File: config.mk
export PLATFORM = sky130hd
export DESIGN_NAME = tmr_unit
export DESIGN_NICKNAME = d
export VERILOG_FILES = /design/src/rtl/tmr_pkg.sv /design/src/rtl/tmr_ctrl.sv /design/src/rtl/tmr_dpath.sv /design/src/rtl/tmr_unit.sv
export SDC_FILE = /design/constraint.sdc
export NUM_CORES = 1
export LEC_CHECK = 0
export ABC_AREA = 1
export BUFFER_PORTS_ARGS = -buffer_cell sky130_fd_sc_hd__buf_2
export CORE_MARGIN = 5
export CORE_UTILIZATION = 40
export DETAILED_ROUTE_END_ITERATION = 6
export PLACE_DENSITY_LB_ADDON = 0.15
export SLEW_MARGIN = 20
export SYNTH_ARGS = -nofsm -noshare
export SYNTH_HDL_FRONTEND = slang
export SYNTH_HIERARCHICAL = 1
export SYNTH_SLANG_ARGS = --single-unit
File: constraint.sdc
create_clock -name clk -period 5.8 [get_ports clk]
set_input_delay 0.87 -clock clk [delete_from_list [all_inputs] [get_ports clk]]
set_output_delay 0.87 -clock clk [all_outputs]
set_load 0.02 [all_outputs]
File: src/rtl/tmr_pkg.sv
package tmr_pkg;
  localparam int ADDR_W = 4;
  localparam int DATA_W = 32;
  localparam int NUM_TMR = 3;

  localparam int CTL_RUN = 7;
  localparam int CTL_PER = 6;
  localparam int CTL_SLOW = 3;
  localparam int WIDE_RUN_BIT = 8;

  localparam logic [1:0] REG_LOAD = 2'd0;
  localparam logic [1:0] REG_VAL = 2'd1;
  localparam logic [1:0] REG_CTL = 2'd2;
  localparam logic [1:0] REG_CLR = 2'd3;
  localparam logic [1:0] REG_WLO = 2'd0;
  localparam logic [1:0] REG_WHI = 2'd1;
  localparam logic [1:0] WIDE_SLOT = 2'd3;

  // strobes from control to datapath
  typedef struct packed {
    logic [NUM_TMR-1:0] loadWr;
    logic [NUM_TMR-1:0] clrWr;
    logic wideLoWr;
    logic wideHiWr;
    logic [DATA_W-1:0] data;
  } strobe_t;

  function automatic logic [DATA_W-1:0] widthMask(input int w);
    logic [63:0] m;
    m = (64'd1 << w) - 64'd1;
    return m[DATA_W-1:0];
  endfunction
endpackage

File: src/rtl/tmr_ctrl.sv
module tmr_ctrl
  import tmr_pkg::*;
#(
  parameter int NARROW_CNT = 2,
  parameter int NARROW_W = 16,
  parameter int BROAD_W = 32,
  parameter int FREE_W = 40
) (
  input  logic clk,
  input  logic rstN,
  input  logic wrEn,
  input  logic [ADDR_W-1:0] addr,
  input  logic [DATA_W-1:0] wrData,
  input  logic [NUM_TMR-1:0][DATA_W-1:0] cntOut,
  input  logic [FREE_W-1:0] wideCnt,
  output strobe_t strb,
  output logic [NUM_TMR-1:0] tmrEn,
  output logic [NUM_TMR-1:0] tmrPer,
  output logic [NUM_TMR-1:0] tmrSlow,
  output logic [NUM_TMR-1:0][DATA_W-1:0] loadVal,
  output logic wideEn,
  output logic [DATA_W-1:0] rdData
);
  localparam int HI_W = FREE_W - DATA_W;

  logic [1:0] slot;
  logic [1:0] sel;
  logic [NUM_TMR-1:0] ctlWr;

  assign slot = addr[3:2];
  assign sel = addr[1:0];

  genvar g;
  generate
    for (g = 0; g < NUM_TMR; g++) begin : g_dec
      assign strb.loadWr[g] = wrEn && (slot == 2'(g)) && (sel == REG_LOAD);
      assign strb.clrWr[g] = wrEn && (slot == 2'(g)) && (sel == REG_CLR);
      assign ctlWr[g] = wrEn && (slot == 2'(g)) && (sel == REG_CTL);
    end
  endgenerate

  assign strb.wideLoWr = wrEn && (slot == WIDE_SLOT) && (sel == REG_WLO);
  assign strb.wideHiWr = wrEn && (slot == WIDE_SLOT) && (sel == REG_WHI);
  assign strb.data = wrData;

  always_ff @(posedge clk) begin
    if (!rstN) begin
      tmrEn <= '0;
      tmrPer <= '0;
      tmrSlow <= '0;
      loadVal <= '0;
      wideEn <= 1'b0;
    end else begin
      for (int i = 0; i < NUM_TMR; i++) begin
        if (strb.loadWr[i])
          loadVal[i] <= wrData & widthMask((i < NARROW_CNT) ? NARROW_W : BROAD_W);
        if (ctlWr[i]) begin
          tmrEn[i] <= wrData[CTL_RUN];
          tmrPer[i] <= wrData[CTL_PER];
          tmrSlow[i] <= wrData[CTL_SLOW];
        end
      end
      if (strb.wideHiWr) wideEn <= wrData[WIDE_RUN_BIT];
    end
  end

  always_comb begin
    rdData = '0;
    if (slot < 2'(NUM_TMR)) begin
      case (sel)
        REG_LOAD: rdData = loadVal[slot];
        REG_VAL:  rdData = cntOut[slot];
        REG_CTL: begin
          rdData[CTL_RUN] = tmrEn[slot];
          rdData[CTL_PER] = tmrPer[slot];
          rdData[CTL_SLOW] = tmrSlow[slot];
        end
        default: rdData = '0;
      endcase
    end else if (slot == WIDE_SLOT) begin
      if (sel == REG_WLO) rdData = wideCnt[DATA_W-1:0];
      else if (sel == REG_WHI) begin
        rdData[HI_W-1:0] = wideCnt[FREE_W-1:DATA_W];
        rdData[WIDE_RUN_BIT] = wideEn;
      end
    end
  end
endmodule

File: src/rtl/tmr_dpath.sv
module tmr_dpath
  import tmr_pkg::*;
#(
  parameter int NARROW_CNT = 2,
  parameter int NARROW_W = 16,
  parameter int BROAD_W = 32,
  parameter int FREE_W = 40
) (
  input  logic clk,
  input  logic rstN,
  input  logic slowTick,
  input  logic fastTick,
  input  strobe_t strb,
  input  logic [NUM_TMR-1:0] tmrEn,
  input  logic [NUM_TMR-1:0] tmrPer,
  input  logic [NUM_TMR-1:0] tmrSlow,
  input  logic [NUM_TMR-1:0][DATA_W-1:0] loadVal,
  input  logic wideEn,
  output logic [NUM_TMR-1:0][DATA_W-1:0] cntOut,
  output logic [NUM_TMR-1:0] irq,
  output logic [FREE_W-1:0] wideCnt
);
  localparam int HI_W = FREE_W - DATA_W;

  logic [NUM_TMR-1:0] tickSel;
  logic [NUM_TMR-1:0][DATA_W-1:0] cntQ;
  logic [NUM_TMR-1:0] pendQ;
  logic [FREE_W-1:0] wideQ;

  genvar g;
  generate
    for (g = 0; g < NUM_TMR; g++) begin : g_tick
      assign tickSel[g] = tmrSlow[g] ? slowTick : fastTick;
    end
  endgenerate

  always_ff @(posedge clk) begin
    if (!rstN) begin
      cntQ <= '0;
      pendQ <= '0;
    end else begin
      for (int i = 0; i < NUM_TMR; i++) begin
        if (strb.loadWr[i] && !tmrEn[i]) begin
          cntQ[i] <= strb.data & widthMask((i < NARROW_CNT) ? NARROW_W : BROAD_W);
        end else if (tmrEn[i] && tickSel[i]) begin
          if (cntQ[i] == '0)
            cntQ[i] <= tmrPer[i] ? loadVal[i]
                                 : widthMask((i < NARROW_CNT) ? NARROW_W : BROAD_W);
          else
            cntQ[i] <= cntQ[i] - DATA_W'(1);
        end
        if (tmrEn[i] && tickSel[i] && (cntQ[i] == '0)) pendQ[i] <= 1'b1;
        else if (strb.clrWr[i]) pendQ[i] <= 1'b0;
      end
    end
  end

  always_ff @(posedge clk) begin
    if (!rstN) begin
      wideQ <= '0;
    end else if (strb.wideLoWr) begin
      wideQ[DATA_W-1:0] <= strb.data;
    end else if (strb.wideHiWr) begin
      wideQ[FREE_W-1:DATA_W] <= strb.data[HI_W-1:0];
    end else if (wideEn && fastTick) begin
      wideQ <= wideQ + FREE_W'(1);
    end
  end

  assign cntOut = cntQ;
  assign irq = pendQ;
  assign wideCnt = wideQ;
endmodule

File: src/rtl/tmr_unit.sv
module tmr_unit
  import tmr_pkg::*;
#(
  parameter int NARROW_CNT = 2,
  parameter int NARROW_W = 16,
  parameter int BROAD_W = 32,
  parameter int FREE_W = 40
) (
  input  logic clk,
  input  logic rstN,
  input  logic slowTick,
  input  logic fastTick,
  input  logic wrEn,
  input  logic [3:0] addr,
  input  logic [31:0] wrData,
  output logic [31:0] rdData,
  output logic [2:0] irq
);
  strobe_t strb;
  logic [NUM_TMR-1:0] tmrEn;
  logic [NUM_TMR-1:0] tmrPer;
  logic [NUM_TMR-1:0] tmrSlow;
  logic [NUM_TMR-1:0][DATA_W-1:0] loadVal;
  logic [NUM_TMR-1:0][DATA_W-1:0] cntOut;
  logic [FREE_W-1:0] wideCnt;
  logic wideEn;

  tmr_ctrl #(
    .NARROW_CNT(NARROW_CNT), .NARROW_W(NARROW_W), .BROAD_W(BROAD_W), .FREE_W(FREE_W)
  ) u_ctrl (
    .clk(clk), .rstN(rstN), .wrEn(wrEn), .addr(addr), .wrData(wrData),
    .cntOut(cntOut), .wideCnt(wideCnt), .strb(strb), .tmrEn(tmrEn),
    .tmrPer(tmrPer), .tmrSlow(tmrSlow), .loadVal(loadVal), .wideEn(wideEn),
    .rdData(rdData)
  );

  tmr_dpath #(
    .NARROW_CNT(NARROW_CNT), .NARROW_W(NARROW_W), .BROAD_W(BROAD_W), .FREE_W(FREE_W)
  ) u_dpath (
    .clk(clk), .rstN(rstN), .slowTick(slowTick), .fastTick(fastTick),
    .strb(strb), .tmrEn(tmrEn), .tmrPer(tmrPer), .tmrSlow(tmrSlow),
    .loadVal(loadVal), .wideEn(wideEn), .cntOut(cntOut), .irq(irq),
    .wideCnt(wideCnt)
  );
endmodule

==> run_results.csv, run 1 <==
group,metric,value,unit
power,power_density,256,nW/µm²
cts,tritoncts,"built",
floorplan,dieHeight,209,µm
worst_setup_path,endpoint,"rdData[11]",
worst_setup_path,rrSetupSlack,2.91,ns
outcome,violations,"design-rule violations",
synth,synthArstFlopShare,0,
grt,grt_pass1_wl,101,mm
power,totalPowerFinal,4.32,mW
hold_path,hp-class,"register to register",
detailed_routing,drt-pass1-iter-count,7,
timing,fmax,262,MHz
floorplan,core_area,38800,µm²
cells_and_area,final_core_util,0.434,
floorplan,core.rowCount,72,
detailed_routing,viasPerCell,5.52,
floorplan,fp.dieW,209,µm
timing,tns,0,ns
grt,grt_use_total,0.296,
timing,clock_skew,0.0190,ns
cells_and_area,drive_gt1_frac,0.0784,
detailed_routing,ant_nets,0,
timing,slew_headroom,0.244,
synth,synth_area,15800,µm²
synth,synthCells,2691,
grt,antenna_found_initial,0,
cells_and_area,finish.instance_area,16900,µm²
worst_setup_path,critPathMaxFanout,29,
cts,postCtsSetupBuffers,0,
worst_setup_path,cp-startpoint,"addr[1]",
detailed_routing,num_vias,17700,
cts,clkTransAtPathRegs,0.06,ns
synth,synth_most_common_cell,"nand2_1",
synth,ys_warn_count,6,
timing,worst_slack,1.98,ns
cells_and_area,num_antenna_cells,0,
synth,ys_seq_area_frac,0.270,
synth,synth_top_area_share,0.270,
timing,rsz0062_at_grt,"no",
hold_path,hold_depth,2,
grt,grt_pass1_vias,16400,
floorplan,ios,76,
power,irDropWorstVdd,0.216,mV
grt,grt_max_degree,65,
cts,numCtsBuffers,27,
worst_setup_path,arrival,2.95,ns
cts,clock-sinks,213,
synth,yosys-top-cells-count,"748 x nand2_1, 449 x nor2_1, 263 x inv_1, 234 x nand3_1, 213 x dfxtp_1",
placed_design,dp_worst_setup_slack,1.56,ns
cells_and_area,area.growth.synth_to_final,6.82,%
synth,ys_top_cells_by_area,"dfxtp_1 27%, nand2_1 18%, nor2_1 11%, nand3_1 7.4%, inv_1 6.3%",
synth,ys.flop_type,"dfxtp_1",
placed_design,numPortBuffers,75,
worst_setup_path,cp.required,4.93,ns
outcome,status,"finished with violations",
floorplan,start_util,0.407,
synth,yosysUniqueCellTypes,44,
timing,slew_viol_final,0,
detailed_routing,avgRoutedWirePerCell,21.1,µm
worst_setup_path,ff2ff_path_depth,7,
cts,clock_path_buffers,3,
worst_setup_path,setup.worst_path.start_class,"input pin",
cts,cts-root-buf,"clkbuf_16",
power,leakage,7.29,nW
detailed_routing,drt-initial-drc-count,1921,
timing,hold_viol,0,
synth,postSynthAreaPerCell,5.87,µm²
worst_setup_path,end_kind,"output port",
worst_setup_path,r2r_end,"u_dpath/cntOut[19]$_SDFFE_PP0P_",
cts,hold_buffers,0,
synth,ys_ff_latch,213,
placed_design,place_inst,3160,
detailed_routing,drt_wl_total,67.8,mm
synth,synth_edf_count,0,
placed_design,hpwl,51.5,mm
cts,h-tree-depth,1,
grt,grt_overflow,0,
timing,hold-worst-slack,0.484,ns
timing,period_needed,3.82,ns
run,maxCapViolCount,0,
worst_setup_path,criticalPathCategory,"input pin to output port",
floorplan,die-area,43500,µm²
worst_setup_path,r2r-start,"u_ctrl/tmrSlow[0]$_SDFFE_PN0P_",
placed_design,placed_area,16000,µm²
cts,clk_latency,0.57,ns
synth,synth_largest_area_cell,"dfxtp_1",
placed_design,gp_congestion,0.983,
cts,cts_resized,0,
cells_and_area,fin_cells,3208,
timing,setup_violations,0,
timing,tightest_slew,1.13,ns
detailed_routing,drcViolationCount,1,
timing,fin_crit_sh,0.658,
cells_and_area,fin_nets,2719,
## sequential cells by signal (all words and copies together), names as in the netlist
name             flops
u_ctrl/loadVal      64
u_ctrl/tmrEn         3
u_ctrl/tmrPer        3
u_ctrl/tmrSlow       3
u_ctrl/wideEn        1
u_dpath/cntOut      96
u_dpath/irq          3
u_dpath/wideCnt     40
## critical path, cell delays in order
cell	delay (ns)
buf_2	0.16
nor2_8	0.40
inv_2	0.12
nor2_4	0.63
nand2_1	0.28
nand3_1	0.25
buf_2	0.21
## final cells by class
cell class | instances | area (µm²)
Inverter | 279 | 1060
Timing Repair Buffer | 88 | 473
Clock buffer | 35 | 736
Tap cell | 518 | 648
Clock inverter | 13 | 124
Fill cell | 4309 | 22000
Multi-Input combinational cell | 2062 | 9560
Sequential cell | 213 | 4260
## placed cells by master (no fill, tap or decap), types with 10 or more instances in the layout
cell       count
a21oi_1      169
a22oi_1       10
a31oi_1       17
buf_2         75
buf_4         13
clkbuf_16     27
conb_1        32
dfxtp_1      213
inv_1        261
inv_2         10
nand2_1      748
nand2_2       10
nand3_1      234
nand4_1       49
nor2_1       448
nor2_2        21
nor2_4        11
o21ai_0      136
o21ai_1       12
o22ai_1       35
xnor2_1       18
xor2_1        51
## how the worst min path moves through the flow
stage / from / end / slack [ns]
global placement: u_dpath/irq[0]$_SDFFE_PN0P_ / u_dpath/irq[0]$_SDFFE_PN0P_ / 0.46
CTS: u_ctrl/loadVal[2]$_SDFFE_PN0P_ / u_ctrl/loadVal[2]$_SDFFE_PN0P_ / 0.49
global route: u_ctrl/loadVal[5]$_SDFFE_PN0P_ / u_ctrl/loadVal[5]$_SDFFE_PN0P_ / 0.51
detailed placement: u_dpath/irq[0]$_SDFFE_PN0P_ / u_dpath/irq[0]$_SDFFE_PN0P_ / 0.47
finish: u_dpath/irq[0]$_SDFFE_PN0P_ / u_dpath/irq[0]$_SDFFE_PN0P_ / 0.48
floorplan: u_ctrl/loadVal[5]$_SDFFE_PN0P_ / u_ctrl/loadVal[5]$_SDFFE_PN0P_ / 0.45
## where the power goes
part	switching (mW)	leakage, nW	internal, mW
clock	0.719	0.425	0.979
combinational	0.777	5.15	0.297
sequential	0.0497	1.72	1.49
## cell families after synthesis
kind of cell / after synthesis / synth area share
buffers and inverters: 447 / 0.132
xor gates and xnor gates: 69 / 0.0383
AOI/OAI and AO/OA: 394 / 0.134
DFF: 213 / 0.270
and+or+nand+nor: 1560 / 0.420
other: 1 / 0.000238
adders and majority gates: 7 / 0.00555
## routing by layer
layer | part of all wire | global-route usage | vias to the layer above | wire length, µm
li1 | - | - | 8497 | -
met1 | 0.44 | 0.420 | 8226 | 30000
met2 | 0.42 | 0.440 | 826 | 28300
met3 | 0.083 | 0.0468 | 166 | 5610
met4 | 0.057 | 0.137 | 0 | 3880
met5 | 0 | 0 | - | 0
Power figures use the tool's default switching activity.
==> run 2, diff against run 1 <==
Clock period 5.8 ns to 3.55 ns, I/O delays scaled along.
==> run_results.csv, run 2 (synthesis gave the netlist of run 1 again) <==
group,metric,value,unit
timing,worst_slack,0.538,ns
power,power_density,429,nW/µm²
cts,cts_resized,0,
detailed_routing,viasPerCell,5.45,
cells_and_area,fin_nets,2736,
cts,postCtsSetupBuffers,0,
cells_and_area,largest_reg_flops,96,
worst_setup_path,cp.required,3.02,ns
floorplan,core_area,38800,µm²
timing,tightest_slew,0.767,ns
timing,tns,0,ns
cts,clkTransAtPathRegs,0.06,ns
hold_path,hp-class,"input pin to register",
floorplan,ios,76,
worst_setup_path,critPathMaxFanout,29,
floorplan,core.rowCount,72,
cts,numCtsBuffers,27,
timing,rsz0062_at_grt,"no",
cells_and_area,nFillCells,4374,
power,leakage,7.44,nW
cts,cts-root-buf,"clkbuf_16",
floorplan,dieHeight,209,µm
power,combinationalPowerShare,0.244,
worst_setup_path,criticalPathCategory,"input pin to output port",
worst_setup_path,arrival,2.48,ns
detailed_routing,drcViolationCount,0,
cells_and_area,drive_gt1_frac,0.0838,
floorplan,start_util,0.407,
grt,grt_pass1_vias,16300,
placed_design,hpwl,52.6,mm
timing,slew_viol_final,0,
detailed_routing,drt-initial-drc-count,1964,
detailed_routing,num_vias,17600,
grt,grt_pass1_wl,101,mm
power,totalPowerFinal,7.35,mW
grt,antenna_found_initial,1,
cells_and_area,mostFrequentLayoutCell,"nand2_1",
cells_and_area,most-common-layout-cells,"748 x nand2_1, 448 x nor2_1, 262 x inv_1",
cells_and_area,area.growth.synth_to_final,8.39,%
cts,clock-sinks,213,
power,p_int,4.82,mW
floorplan,die-area,43500,µm²
power,p_sw_frac,0.343,
detailed_routing,ant_nets,0,
grt,grt_overflow,0,
cts,clock_path_buffers,3,
timing,fmax,332,MHz
placed_design,gp_congestion,0.986,
power,p_switching,2.52,mW
worst_setup_path,end_kind,"output port",
timing,slew_headroom,0.488,
power,p_clk_frac,0.412,
floorplan,fp.dieW,209,µm
cells_and_area,num_antenna_cells,0,
cells_and_area,final_core_util,0.441,
worst_setup_path,setup.worst_path.start_class,"input pin",
detailed_routing,drt_wl_total,67.1,mm
detailed_routing,drt-pass1-iter-count,6,
cts,h-tree-depth,1,
timing,setup_violations,0,
timing,fin_crit_sh,0.848,
power,irDropWorstVdd,0.398,mV
outcome,status,"finished clean",
cts,tritoncts,"built",
grt,grt_use_total,0.295,
cts,hold_buffers,0,
timing,period_needed,3.01,ns
timing,hold-worst-slack,0.274,ns
power,p_seq_frac,0.344,
grt,grt_max_degree,81,
detailed_routing,avgRoutedWirePerCell,20.8,µm
timing,hold_viol,0,
placed_design,dp_worst_setup_slack,0.589,ns
timing,clock_skew,0.0120,ns
placed_design,numPortBuffers,75,
cts,clk_latency,0.56,ns
run,maxCapViolCount,0,
==> run 2: worst paths after layout <==
path	from	to	slack, ns	cells past startpoint
max	addr[3]	rdData[21]	0.54	9
min	wrData[30]	u_ctrl/loadVal[94]$_SDFFE_PN0P_	0.27	3
max reg2reg	u_dpath/cntOut[24]$_SDFFE_PP0P_	u_dpath/cntOut[5]$_SDFFE_PN0P_	1.01	10
min reg2reg	u_dpath/irq[0]$_SDFFE_PN0P_	u_dpath/irq[0]$_SDFFE_PN0P_	0.46	2
==> run 2: through the flow <==
stage | instance area [µm²] | cells
6_report | 17100 | 3227
5_1_grt | 17100 | 3227
4_1_cts | 17100 | 3227
3_3_place_gp | 16100 | 3177
2_1_floorplan | 15900 | 2722
3_5_place_dp | 16100 | 3177
==> run 2: layout make-up <==
cell class | count | area [µm²] | share of cell area
well taps | 518 | 648 | 0.0379
flip-flops and latches | 213 | 4260 | 0.249
clock buffers | 40 | 785 | 0.0459
multi-input cells | 2062 | 9550 | 0.558
inverters | 279 | 1050 | 0.0616
clock inverters | 10 | 179 | 0.0105
repair buffers | 105 | 626 | 0.0366
==> run 2: worst max-delay path: stages <==
cell and delay, ns:
buf_2 0.27, inv_4 0.11, nor2_8 0.16, buf_4 0.33
nand2_1 0.14, inv_1 0.48, nand2_1 0.15, nand3_1 0.13
buf_2 0.17
==> run 2: power by group through the flow <==
stage / combinational (mW) / clock [mW] / sequential [mW]
global route: 1.95 / 3.17 / 2.53
floorplan: 1.29 / 0 / 2.54
detailed placement: 1.74 / 0 / 2.58
CTS: 1.74 / 3.07 / 2.52
global placement: 1.73 / 0 / 2.58
finish: 1.80 / 3.03 / 2.53
==> run 2: routing by layer <==
metal | GRT usage | wire [µm] | share of wire
met4 | 0.0792 | 2110 | 0.031
met2 | 0.461 | 29100 | 0.43
met1 | 0.426 | 30500 | 0.45
met3 | 0.0442 | 5330 | 0.079
met5 | 0 | 0 | 0
==> run 3, diff against run 2 <==
Clock period 3.55 ns to 2.95 ns, I/O delays scaled along.
==> run_results.csv, run 3 (synthesis gave the netlist of run 1 again) <==
group,metric,value,unit
cts,cts_resized,0,
detailed_routing,drt-initial-drc-count,1982,
worst_setup_path,critical_path_buf_inv_count,4,
run,maxCapViolCount,0,
timing,rsz0062_at_grt,"no",
floorplan,core_area,38800,µm²
worst_setup_path,cp_slowest_cell,"inv_1",
timing,setup_violations,0,
worst_setup_path,cp.required,2.51,ns
detailed_routing,drcViolationCount,0,
worst_setup_path,end_kind,"output port",
timing,tightest_slew,0.628,ns
grt,antenna_found_initial,1,
worst_setup_path,arrival,2.17,ns
floorplan,start_util,0.407,
cells_and_area,drive_gt1_frac,0.0904,
detailed_routing,viasPerCell,5.50,
grt,grt_use_total,0.296,
cells_and_area,largest_reg_flops,96,
floorplan,ios,76,
hold_path,hp-class,"input pin to register",
cells_and_area,most-common-layout-cells,"748 x nand2_1, 448 x nor2_1, 262 x inv_1",
timing,slew_viol_final,0,
worst_setup_path,crit_chain,"buf_2, inv_4, nor2_8, nand2_1, inv_1, nand2_1, nand3_1, buf_2",
placed_design,dp_worst_setup_slack,0.315,ns
worst_setup_path,path_delay_family,"buffers and inverters",
cts,tritoncts,"built",
cts,clock-sinks,213,
floorplan,die-area,43500,µm²
hold_path,hold_depth,3,
floorplan,fp.dieW,209,µm
placed_design,numPortBuffers,75,
detailed_routing,num_vias,17800,
cts,hold_buffers,0,
worst_setup_path,rrSetupSlack,0.53,ns
outcome,status,"finished clean",
worst_setup_path,cp.depth,8,
cells_and_area,fin_nets,2750,
power,leakage,7.51,nW
grt,grt_pass1_vias,16400,
timing,fin_crit_sh,0.884,
worst_setup_path,criticalPathCategory,"input pin to output port",
timing,period_needed,2.61,ns
timing,slew_headroom,0.581,
cts,cts-root-buf,"clkbuf_16",
worst_setup_path,ff2ff_path_depth,10,
floorplan,core.rowCount,72,
cells_and_area,nFillCells,4328,
power,power_density,511,nW/µm²
worst_setup_path,max_stage_delay,0.40,ns
cts,numCtsBuffers,28,
worst_setup_path,setup.worst_path.start_class,"input pin",
cells_and_area,num_antenna_cells,0,
worst_setup_path,r2r-start,"u_dpath/cntOut[27]$_SDFFE_PP0P_",
detailed_routing,drt-pass1-iter-count,6,
timing,worst_slack,0.341,ns
placed_design,gp_congestion,0.988,
timing,tns,0,ns
cts,clock_path_buffers,3,
timing,fmax,383,MHz
grt,grt_max_degree,54,
power,irDropWorstVdd,0.399,mV
grt,grt_pass1_wl,101,mm
cts,postCtsSetupBuffers,0,
cts,clk_latency,0.57,ns
timing,hold_viol,0,
floorplan,dieHeight,209,µm
placed_design,hpwl,52.3,mm
hold_path,min-delay-start,"wrData[30]",
grt,grt_overflow,0,
cells_and_area,area.growth.synth_to_final,9.13,%
hold_path,hold-path-endpoint,"u_ctrl/loadVal[94]$_SDFFE_PN0P_",
detailed_routing,ant_nets,0,
cts,clkTransAtPathRegs,0.05,ns
cts,h-tree-depth,1,
detailed_routing,avgRoutedWirePerCell,20.8,µm
detailed_routing,drt_wl_total,67.3,mm
worst_setup_path,r2r_end,"u_dpath/cntOut[5]$_SDFFE_PN0P_",
worst_setup_path,critPathMaxFanout,29,
cells_and_area,mostFrequentLayoutCell,"nand2_1",
timing,clock_skew,0.0129,ns
==> run 3: cell count changes in the layout (fill, tap and decap cells not counted), moves of 2 or more <==
cell / change
buf_4: +12
bufinv_16: -3
clkbuf_1: -6
clkbuf_16: +2
clkbuf_8: +3
clkinvlp_4: +3
==> run 3: per-stage QoR <==
step                      hold WS (ns)  area (µm²)  cells   util  total power, mW
after floorplan                  0.454       15900   2722      -             4.61
after global placement           0.455       16300   3190  0.419             5.18
after detailed placement         0.463       16300   3190  0.419             5.19
after CTS                        0.137       17200   3240  0.444             8.80
after global routing             0.177       17200   3240  0.444             9.19
final                            0.162       17200   3240  0.444             8.81
==> run 3: power breakdown <==
part	switching, mW	total [mW]	internal (mW)	leakage [nW]
sequential	0.100	3.04	2.94	1.72
clock	1.43	3.61	2.18	0.476
combinational	1.54	2.16	0.613	5.31
==> run 3: routing by layer <==
| metal | global-route usage | wire [µm] | vias up |
|---|---|---|---|
| li1 | - | - | 8568 |
| met1 | 0.430 | 30400 | 8317 |
| met2 | 0.450 | 28800 | 800 |
| met3 | 0.0379 | 5390 | 119 |
| met4 | 0.107 | 2760 | 0 |
| met5 | 0 | 0 | - |
==> run 3: worst max-delay path by stage <==
stage	start	end	slack [ns]
after floorplan	addr[2]	u_dpath/cntOut[32]$_SDFFE_PN0P_	0.85
after global placement	addr[2]	u_dpath/wideCnt[32]$_SDFFE_PN0P_	0.36
after detailed placement	addr[2]	u_dpath/wideCnt[32]$_SDFFE_PN0P_	0.32
after CTS	addr[3]	rdData[22]	0.36
after global routing	addr[3]	rdData[22]	0.16
final	addr[3]	rdData[22]	0.34
==> run 3: final cells by class <==
cell class              instances  area, µm²  share of cell area
multi-input cells            2062       9550               0.555
flip-flops and latches        213       4260               0.248
inverters                     279       1050              0.0612
clock buffers                  39        853              0.0495
repair buffers                118        736              0.0427
well taps                     518        648              0.0376
clock inverters                11        116             0.00676
==> run 3: worst min-delay path, stage by stage <==
cell and delay (ns):
buf_2 0.09, o21ai_0 0.07, nor2_1 0.08
